## src/rtl/conv_cycle_pkg.sv

```systemverilog
package conv_cycle_pkg;

    // Controller state, brought out on the cyc_state port
    typedef enum logic [1:0] {
        ST_WAIT = 2'b00,
        ST_RUN  = 2'b01
    } cyc_state_e;

    // Run conditions evaluated at a check point
    typedef struct packed {
        logic addr_ok;   // fresh address strobed since last start
        logic pace_ok;   // internal timer expired or external edge seen
    } run_gate_t;

    // Per-step decoded outputs of the sequencer
    typedef struct packed {
        logic busy;
        logic conv;
        logic latch;
    } step_out_t;

    function automatic logic gate_open(input run_gate_t g);
        return g.addr_ok & g.pace_ok;
    endfunction

endpackage

```

## src/rtl/conv_pace_timer.sv

```systemverilog
module conv_pace_timer #(
    parameter int PACE_W = 8
) (
    input  logic              clk,
    input  logic              rst,
    input  logic              load,
    input  logic [PACE_W-1:0] interval,
    output logic              ready
);
    logic [PACE_W-1:0] cnt_q;

    always_ff @(posedge clk) begin
        if (rst) begin
            cnt_q <= '0;
        end else if (load) begin
            cnt_q <= interval;
        end else if (cnt_q != '0) begin
            cnt_q <= cnt_q - 1'b1;
        end
    end

    // A zero count means the interval has elapsed (or pacing is disabled)
    assign ready = (cnt_q == '0);

endmodule

```

## src/rtl/conv_run_gate.sv

```systemverilog
module conv_run_gate
    import conv_cycle_pkg::*;
(
    input  logic      clk,
    input  logic      rst,
    input  logic      addr_strobe,
    input  logic      ext_mode,
    input  logic      ext_pace,
    input  logic      timer_ready,
    input  logic      start,
    output run_gate_t gate
);
    logic addr_pend_q;
    logic ext_prev_q;
    logic ext_seen_q;
    logic ext_rise;

    assign ext_rise = ext_pace & ~ext_prev_q;

    always_ff @(posedge clk) begin
        if (rst) begin
            addr_pend_q <= 1'b0;
            ext_prev_q  <= 1'b0;
            ext_seen_q  <= 1'b0;
        end else begin
            // A strobe in the start clock counts toward the next cycle
            addr_pend_q <= addr_strobe | (addr_pend_q & ~start);
            ext_prev_q  <= ext_pace;
            // Edges only collected while external pacing is selected
            ext_seen_q  <= ext_mode & (ext_rise | (ext_seen_q & ~start));
        end
    end

    always_comb begin
        gate.addr_ok = addr_pend_q;
        gate.pace_ok = ext_mode ? ext_seen_q : timer_ready;
    end

endmodule

```

## src/rtl/conv_sequencer.sv

```systemverilog
module conv_sequencer
    import conv_cycle_pkg::*;
#(
    parameter int CYCLE_LEN = 16,
    parameter int CONV_STEP = 1,
    parameter int STEP_W    = $clog2(CYCLE_LEN)
) (
    input  logic              clk,
    input  logic              rst,
    input  run_gate_t         gate,
    output logic              start,
    output cyc_state_e        state,
    output logic [STEP_W-1:0] step,
    output step_out_t         outs
);
    localparam logic [STEP_W-1:0] LAST_STEP = STEP_W'(CYCLE_LEN - 1);
    localparam logic [STEP_W-1:0] CONV_AT   = STEP_W'(CONV_STEP);

    cyc_state_e        state_q;
    logic [STEP_W-1:0] step_q;
    logic              at_check;

    assign at_check = (state_q == ST_WAIT) ||
                      (state_q == ST_RUN && step_q == LAST_STEP);
    assign start    = at_check && gate_open(gate);

    always_ff @(posedge clk) begin
        if (rst) begin
            state_q <= ST_WAIT;
            step_q  <= '0;
        end else if (start) begin
            state_q <= ST_RUN;
            step_q  <= '0;
        end else if (state_q == ST_RUN) begin
            if (step_q == LAST_STEP) begin
                state_q <= ST_WAIT;
                step_q  <= '0;
            end else begin
                step_q  <= step_q + 1'b1;
            end
        end
    end

    always_comb begin
        outs.busy  = (state_q == ST_RUN) && (step_q != LAST_STEP);
        outs.conv  = (state_q == ST_RUN) && (step_q == CONV_AT);
        outs.latch = (state_q == ST_RUN) && (step_q == LAST_STEP);
    end

    assign state = state_q;
    assign step  = step_q;

endmodule

```

## src/rtl/conv_cycle_ctrl.sv

```systemverilog
module conv_cycle_ctrl
    import conv_cycle_pkg::*;
#(
    parameter int CYCLE_LEN = 16,
    parameter int CONV_STEP = 1,
    parameter int PACE_W    = 8,
    parameter int STEP_W    = $clog2(CYCLE_LEN)
) (
    input  logic              clk,
    input  logic              rst,
    input  logic              addr_strobe,
    input  logic              ext_pace_mode,
    input  logic              ext_pace,
    input  logic [PACE_W-1:0] pace_interval,
    output logic              busy,
    output logic              convert_strobe,
    output logic              result_latch,
    output logic [1:0]        cyc_state,
    output logic [STEP_W-1:0] cyc_step
);
    run_gate_t  gate;
    logic       start;
    logic       timer_ready;
    cyc_state_e state;
    step_out_t  outs;

    conv_pace_timer #(.PACE_W(PACE_W)) u_timer (
        .clk      (clk),
        .rst      (rst),
        .load     (start),
        .interval (pace_interval),
        .ready    (timer_ready)
    );

    conv_run_gate u_gate (
        .clk         (clk),
        .rst         (rst),
        .addr_strobe (addr_strobe),
        .ext_mode    (ext_pace_mode),
        .ext_pace    (ext_pace),
        .timer_ready (timer_ready),
        .start       (start),
        .gate        (gate)
    );

    conv_sequencer #(
        .CYCLE_LEN (CYCLE_LEN),
        .CONV_STEP (CONV_STEP),
        .STEP_W    (STEP_W)
    ) u_seq (
        .clk   (clk),
        .rst   (rst),
        .gate  (gate),
        .start (start),
        .state (state),
        .step  (cyc_step),
        .outs  (outs)
    );

    assign busy           = outs.busy;
    assign convert_strobe = outs.conv;
    assign result_latch   = outs.latch;
    assign cyc_state      = state;

endmodule

```

## config.mk

```make
export PLATFORM = sky130hd
export DESIGN_NAME = conv_cycle_ctrl
export DESIGN_NICKNAME = d
export VERILOG_FILES = /design/src/rtl/conv_cycle_pkg.sv /design/src/rtl/conv_pace_timer.sv /design/src/rtl/conv_run_gate.sv /design/src/rtl/conv_sequencer.sv /design/src/rtl/conv_cycle_ctrl.sv
export SDC_FILE = /design/constraint.sdc
export NUM_CORES = 1
export LEC_CHECK = 0
export BUFFER_PORTS_ARGS = -buffer_cell sky130_fd_sc_hd__buf_2
export CAP_MARGIN = 15
export CORE_MARGIN = 2
export CORE_UTILIZATION = 55
export DETAILED_ROUTE_END_ITERATION = 12
export PLACE_DENSITY = 0.83
export SLEW_MARGIN = 5
export SYNTH_ARGS = -nofsm -noshare
export SYNTH_HDL_FRONTEND = slang
export SYNTH_SLANG_ARGS = --single-unit
```

## constraint.sdc

```tcl
create_clock -name clk -period 4.35 [get_ports clk]
set_clock_uncertainty 0.1 [all_clocks]
set_input_delay 0.2175 -clock clk [delete_from_list [all_inputs] [get_ports clk]]
set_output_delay 0.2175 -clock clk [all_outputs]
set_load 0.1 [all_outputs]
```

==> results of run 1 <==
==> cell usage after synthesis, drive strengths merged <==
cell,count
a221oi,1
dfxtp,16
a31oi,1
o21a,1
or4,1
a21oi,4
nor4bb,1
or2b,2
nor4,1
o41ai,1
o211ai,2
a2111oi,1
o31a,2
mux2,1
a21o,1
a221o,1
nand2b,1
or3,1
xnor2,4
buf,4
nor2b,1
conb,1
nand2,5
nand3,1
a311oi,1
nor3b,1
clkbuf,1
nand4b,1
o21ai,4
xor2,2
inv,8
nor3,12
a211oi,6
ha,3
nor2,5
a311o,1
==> logic make-up (layout without fill, tap and decap cells) <==
logic type,Yosys count,after routing,synth area share (%)
compound gates,27,27,23.4
xor+xnor,6,6,5.71
fa+ha+maj,3,3,4.08
buf+inv,13,32,8.15
flops,16,16,34.8
mux,1,1,1.22
other cells,1,1,0.407
simple gates,33,33,22.3
==> worst min-delay path: stages <==
cell and delay [ps]:
buf_2 90, inv_1 40, a21oi_1 50
==> registers in the layout (all words and copies together), names as in the netlist <==
register	count
u_gate.addr_pend_q	1
u_gate.ext_seen_q	1
u_seq.state	1
u_gate.ext_prev_q	1
u_timer.cnt_q	8
u_seq.step	4
==> cells in the final DEF, fill, tap and decap left out, drive strengths merged, types with 3 or more instances in the layout <==
master,instances
ha,3
clkbuf,4
nor2,5
dfxtp,16
a21oi,4
nand2,5
xnor2,4
inv,8
a211oi,6
o21ai,4
buf,20
nor3,12
==> metal layers <==
layer  vias up  wire, um  GRT usage (%)
met5         -         0              0
met4         0        40           8.82
met3         5       145           3.60
met2        38       918           33.1
met1       385       773           24.8
li1        402         -              -
==> where the power goes <==
group,switching [mW],internal [mW]
Sequential,0.0377,0.185
Clock,0.0476,0.0511
Combinational,0.169,0.130
Total,0.254,0.365
==> area by class of cell <==
type	instances	area (um2)	area share, %
timing repair buffer	20	100	9.64
multi-input combinational	71	532	51.2
clock buffer	4	36.3	3.49
sequential	16	320	30.8
tap	16	20.0	1.93
inverter	8	30.0	2.89
==> metrics by stage <==
stage	util [%]	instances	hold slack, ps	worst slack, ps
final	67.4	135	51.6	2280
after floorplan	-	100	216	931
after detailed placement	65.0	131	358	2320
after global placement	65.0	131	346	2340
after CTS	67.4	135	49.0	2280
after global routing	67.4	135	58.3	2140
==> worst paths after layout <==
check                                        start            endpoint  cells after the start
worst min register to register  u_gate.addr_pend_q  u_gate.addr_pend_q                      2
worst min-delay path                   addr_strobe  u_gate.addr_pend_q                      3
worst max register to register    u_timer.cnt_q[0]       u_seq.step[1]                      6
worst max-delay path              u_timer.cnt_q[0]       u_seq.step[1]                      6
==> reports/results.txt, run 1 <==
Status: finished clean
Critical path's top delay family: compound AO/OA/AOI/OAI gates
Setup TNS: 0 ps
Layout cells sized above 1: 31.9%
Final Max Slew Viols: 0
Register bit count reported by yosys: 16
TritonCTS clock tree: built
CP max FO: 10
Total I/O pin count: 22
Area added between synthesis and finish: 12.8%
Dominant cell type by area after synthesis: dfxtp_1
Vias in the first global route: 717
Total gr overflow: 0
I/O Buffers: 20
Antenna violations before repair: 0
Net Count, Synth: 116
Cell Pwr Density: 597 nW/um2
Vias: 830
Hold-fix buffers, CTS: 0
Chip Width: 44.9 um
Yosys cell types: 43
Post-CTS setup repair buffer count: 0
Final ANT Viol Nets: 0
Pin count of the biggest net entering global routing: 15
Count of yosys warnings during synthesis: 0
Max-cap viol count: 0
Fmax achieved: 484 MHz
Core area: 1540 um2
CP max-delay cell: a2111oi_0
CTS HTree Levels: 1
Crit-path cells: inv_1 > ha_1 > or2b_2 > o31a_1 > nor2_2 > a2111oi_0
Initial DRC count: 27
Static Leakage: 0.415 nW
Syn Std Cell Area: 921 um2
WS Path Type: register to register
Fin. Hold Viols: 0
Syn avg cell area: 9.21 um2
Routed wire per std cell: 13.9 um
Root Buffer: clkbuf_4
Rows: 14
Reg clk slew, reported paths: 100 ps
DIE AREA: 2020 um2
DR vias/cell: 6.15
Die Y: 44.9 um
CP required: 4420 ps
Synth area leaders: dfxtp_1 (35%), nor3_1 (4.9%), a211oi_1 (4.9%)
CTS Buf Count: 3
Final instance area: 1040 um2
Worst-skew pair later-pin latency: 290 ps
ANT cells: 0
Initial Util: 59.7%
Final Critical Period: 2070 ps
Fin crit share: 47.5%
Gate Count Post-Synth: 100
GRT Util Overall: 19.9%
WL final: 1880 um
CP peak stage delay: 430 ps
Cts repair resizes: 0
Reg2Reg Setup Slack: 2280 ps
Total power: 0.620 mW
Seq/Total Area, Yosys: 34.8%
Area after DPL: 1000 um2
Fin nets: 136
Final setup viols: 0
First-pass GRT wire length: 2920 um
# clock sinks: 16
RSZ-0062 raised after global routing: false
# DRC: 0
Path type of the worst min-delay path: input port to register
Dpl hpwl: 1460 um
Worst setup SP type: register
Filler cell count: 135
WP data arrival: 2130 ps
Bufs on Longest Clock Path: 2
Final GP Congestion: 0.805
Max IR drop VDD: 0.371 mV
CP Buf/Inv Count: 1
Pre-antenna DRT Iters: 4
CP Capture Type: register
Synth top area share: 34.8%
Power figures use the tool's default switching activity.
==> inputs of run 2 (changes only) <==
ABC_AREA = 1   (was default)
CORE_ASPECT_RATIO = 0.75   (was default)
CORE_UTILIZATION = 51   (was 55)
PLACE_DENSITY = 0.78   (was 0.83)
clock period = 1.95 ns   (was 4.35 ns; I/O delays follow)
==> reports/results.txt, run 2 <==
CTS Buf Count: 3
TritonCTS clock tree: built
Root Buffer: clkbuf_4
Fin crit share: 89.3%
Count of yosys warnings during synthesis: 0
Final instance area: 1140 um2
Synth async-reset ratio: 0%
# DRC: 0
Dpl hpwl: 1500 um
ANT cells: 0
Total I/O pin count: 22
CTS HTree Levels: 1
Path type of the worst min-delay path: input port to register
Die Y: 40.3 um
Placement Setup Slack: 300 ps
Post-synth EDFFs: 0
Max FFs per register: 8
Final Critical Period: 1740 ps
Antenna violations before repair: 0
WL final: 2120 um
CP required: 1750 ps
Max-cap viol count: 0
WP data arrival: 1540 ps
Syn Std Cell Area: 897 um2
Count leader, synth: nor2_1
CP peak stage delay: 440 ps
Dominant synthesized flop cell: dfxtp_1
Metal-1 WL: 1070 um
Static Leakage: 0.546 nW
Reg clk slew, reported paths: 100 ps
Most common library cells after synthesis: nor2_1 (22), nand2_1 (20), dfxtp_1 (16)
CP Capture Type: primary output
DR vias/cell: 4.94
Dominant cell type by area after synthesis: dfxtp_1
Failing checks: negative hold slack
Bufs on Longest Clock Path: 2
DIE AREA: 2110 um2
WS Path Type: register to primary output
# clock sinks: 16
Hold slack: -3.00 ps
CP max FO: 4
Area added between synthesis and finish: 27.3%
Total gr overflow: 0
Routed wire per std cell: 12.0 um
Most frequent cells in the layout: nor2_1 (21), nand2_1 (20), buf_2 (20)
Worst-skew pair later-pin latency: 300 ps
Pre-antenna DRT Iters: 4
Area after DPL: 1050 um2
Final setup viols: 0
Worst setup SP type: register
Seq/Total Area, Yosys: 35.7%
Most flop-heavy register: u_timer.cnt_q
Net Count, Synth: 142
Core area: 1690 um2
Rows: 13
Final Max Slew Viols: 0
Fmax achieved: 574 MHz
Post-CTS setup repair buffer count: 0
Gate Count Post-Synth: 126
Synth area leaders: dfxtp_1 (36%), nor2_1 (9.2%), nand2_1 (8.4%)
I/O Buffers: 20
Fin nets: 171
Chip Width: 52.4 um
Final core utilization: 67.5%
Fin. Hold Viols: 1
Reg2Reg Setup Slack: 220 ps
Layout cells sized above 1: 26.6%
Met3 WL: 89 um
Setup WS post-layout: 209 ps
WL met2: 912 um
Final ANT Viol Nets: 0
Synth top area share: 35.7%
Vias: 869
Register bit count reported by yosys: 16
Max IR drop VDD: 0.845 mV
Initial DRC count: 18
RSZ-0062 raised after global routing: false
First-pass GRT wire length: 3260 um
Crit-path cells: inv_1 > ha_1 > nand2_1 > nor3_4 > buf_2
Syn avg cell area: 7.12 um2
Highest Signal Layer: met4
Initial Util: 53.0%
Final GP Congestion: 0.761
Vias in the first global route: 759
Cell Pwr Density: 1200 nW/um2
Yosys cell types: 26
Setup TNS: 0 ps
Status: finished, violations left
Pin count of the biggest net entering global routing: 14
CP max-delay cell: buf_2
GRT Util Overall: 22.1%
Commonest non-fill, non-tap cell in the layout: nor2_1
[run 2: cell types whose count changed after synthesis, sizes merged, moves of 2 or more]
cell,delta
a211oi,-6
a21oi,+2
inv,+6
nand2,+20
nand3,+10
nand3b,+3
nor2,+19
nor3,-10
o211ai,-2
o21ai,+7
o31a,-2
or2b,-2
xnor2,-3
[run 2: repair_timing]
item                                   CTS  global route
gates resized for setup                  0             0
hold buffers                             7             0
endpoints found under the hold margin    9             0
[run 2: kinds of logic after synthesis]
logic type                 Yosys count  share of synthesized area (%)
and+or+nand+nor                     67                           34.7
AOI/OAI and AO/OA                   17                           11.2
DFF                                 16                           35.7
other                                1                          0.418
muxes                                1                           1.12
adders and majority gates            3                           4.18
xor gates and xnor gates             4                           3.91
buffers and inverters               17                           8.79
[run 2: per-layer routing]
metal  GRT usage, %  vias to the layer above
li1               -                      463
met1           30.7                      374
met2           32.2                       25
met3           4.48                        7
met4           12.8                        0
met5              0                        -
[run 2: stage by stage]
stage                     power, mW  instances
after floorplan                1.04        126
after global placement         1.13        165
after detailed placement       1.16        165
after CTS                      1.36        176
after global routing           1.48        176
final                          1.37        176
[run 2: cell type report]
type	count	area [um2]
sequential	16	334
clock buffer	4	26.3
multi-input combinational	93	529
fill	157	549
inverter	14	55.1
tap	22	27.5
timing repair buffer	27	170
[run 2: worst paths after layout]
kind	end	startpoint	cells past startpoint
worst max-delay path	convert_strobe	u_seq.step[1]	5
worst min-delay path	u_gate.ext_seen_q	ext_pace_mode	3
worst max register to register	u_timer.cnt_q[2]	u_timer.cnt_q[1]	7
worst min register to register	u_gate.addr_pend_q	u_gate.addr_pend_q	2
[run 2: power by group]
part / switching, mW / total, mW / internal, mW
sequential: 0.0713 / 0.471 / 0.399
combinational: 0.453 / 0.711 / 0.259
clock: 0.113 / 0.193 / 0.0798
[run 2: critical path: cells and delay by family (launching register included)]
kind	cells	cell delay, ps
DFF	1	370
adders and majority gates	1	160
buffers and inverters	2	510
and+or+nand+nor	2	200
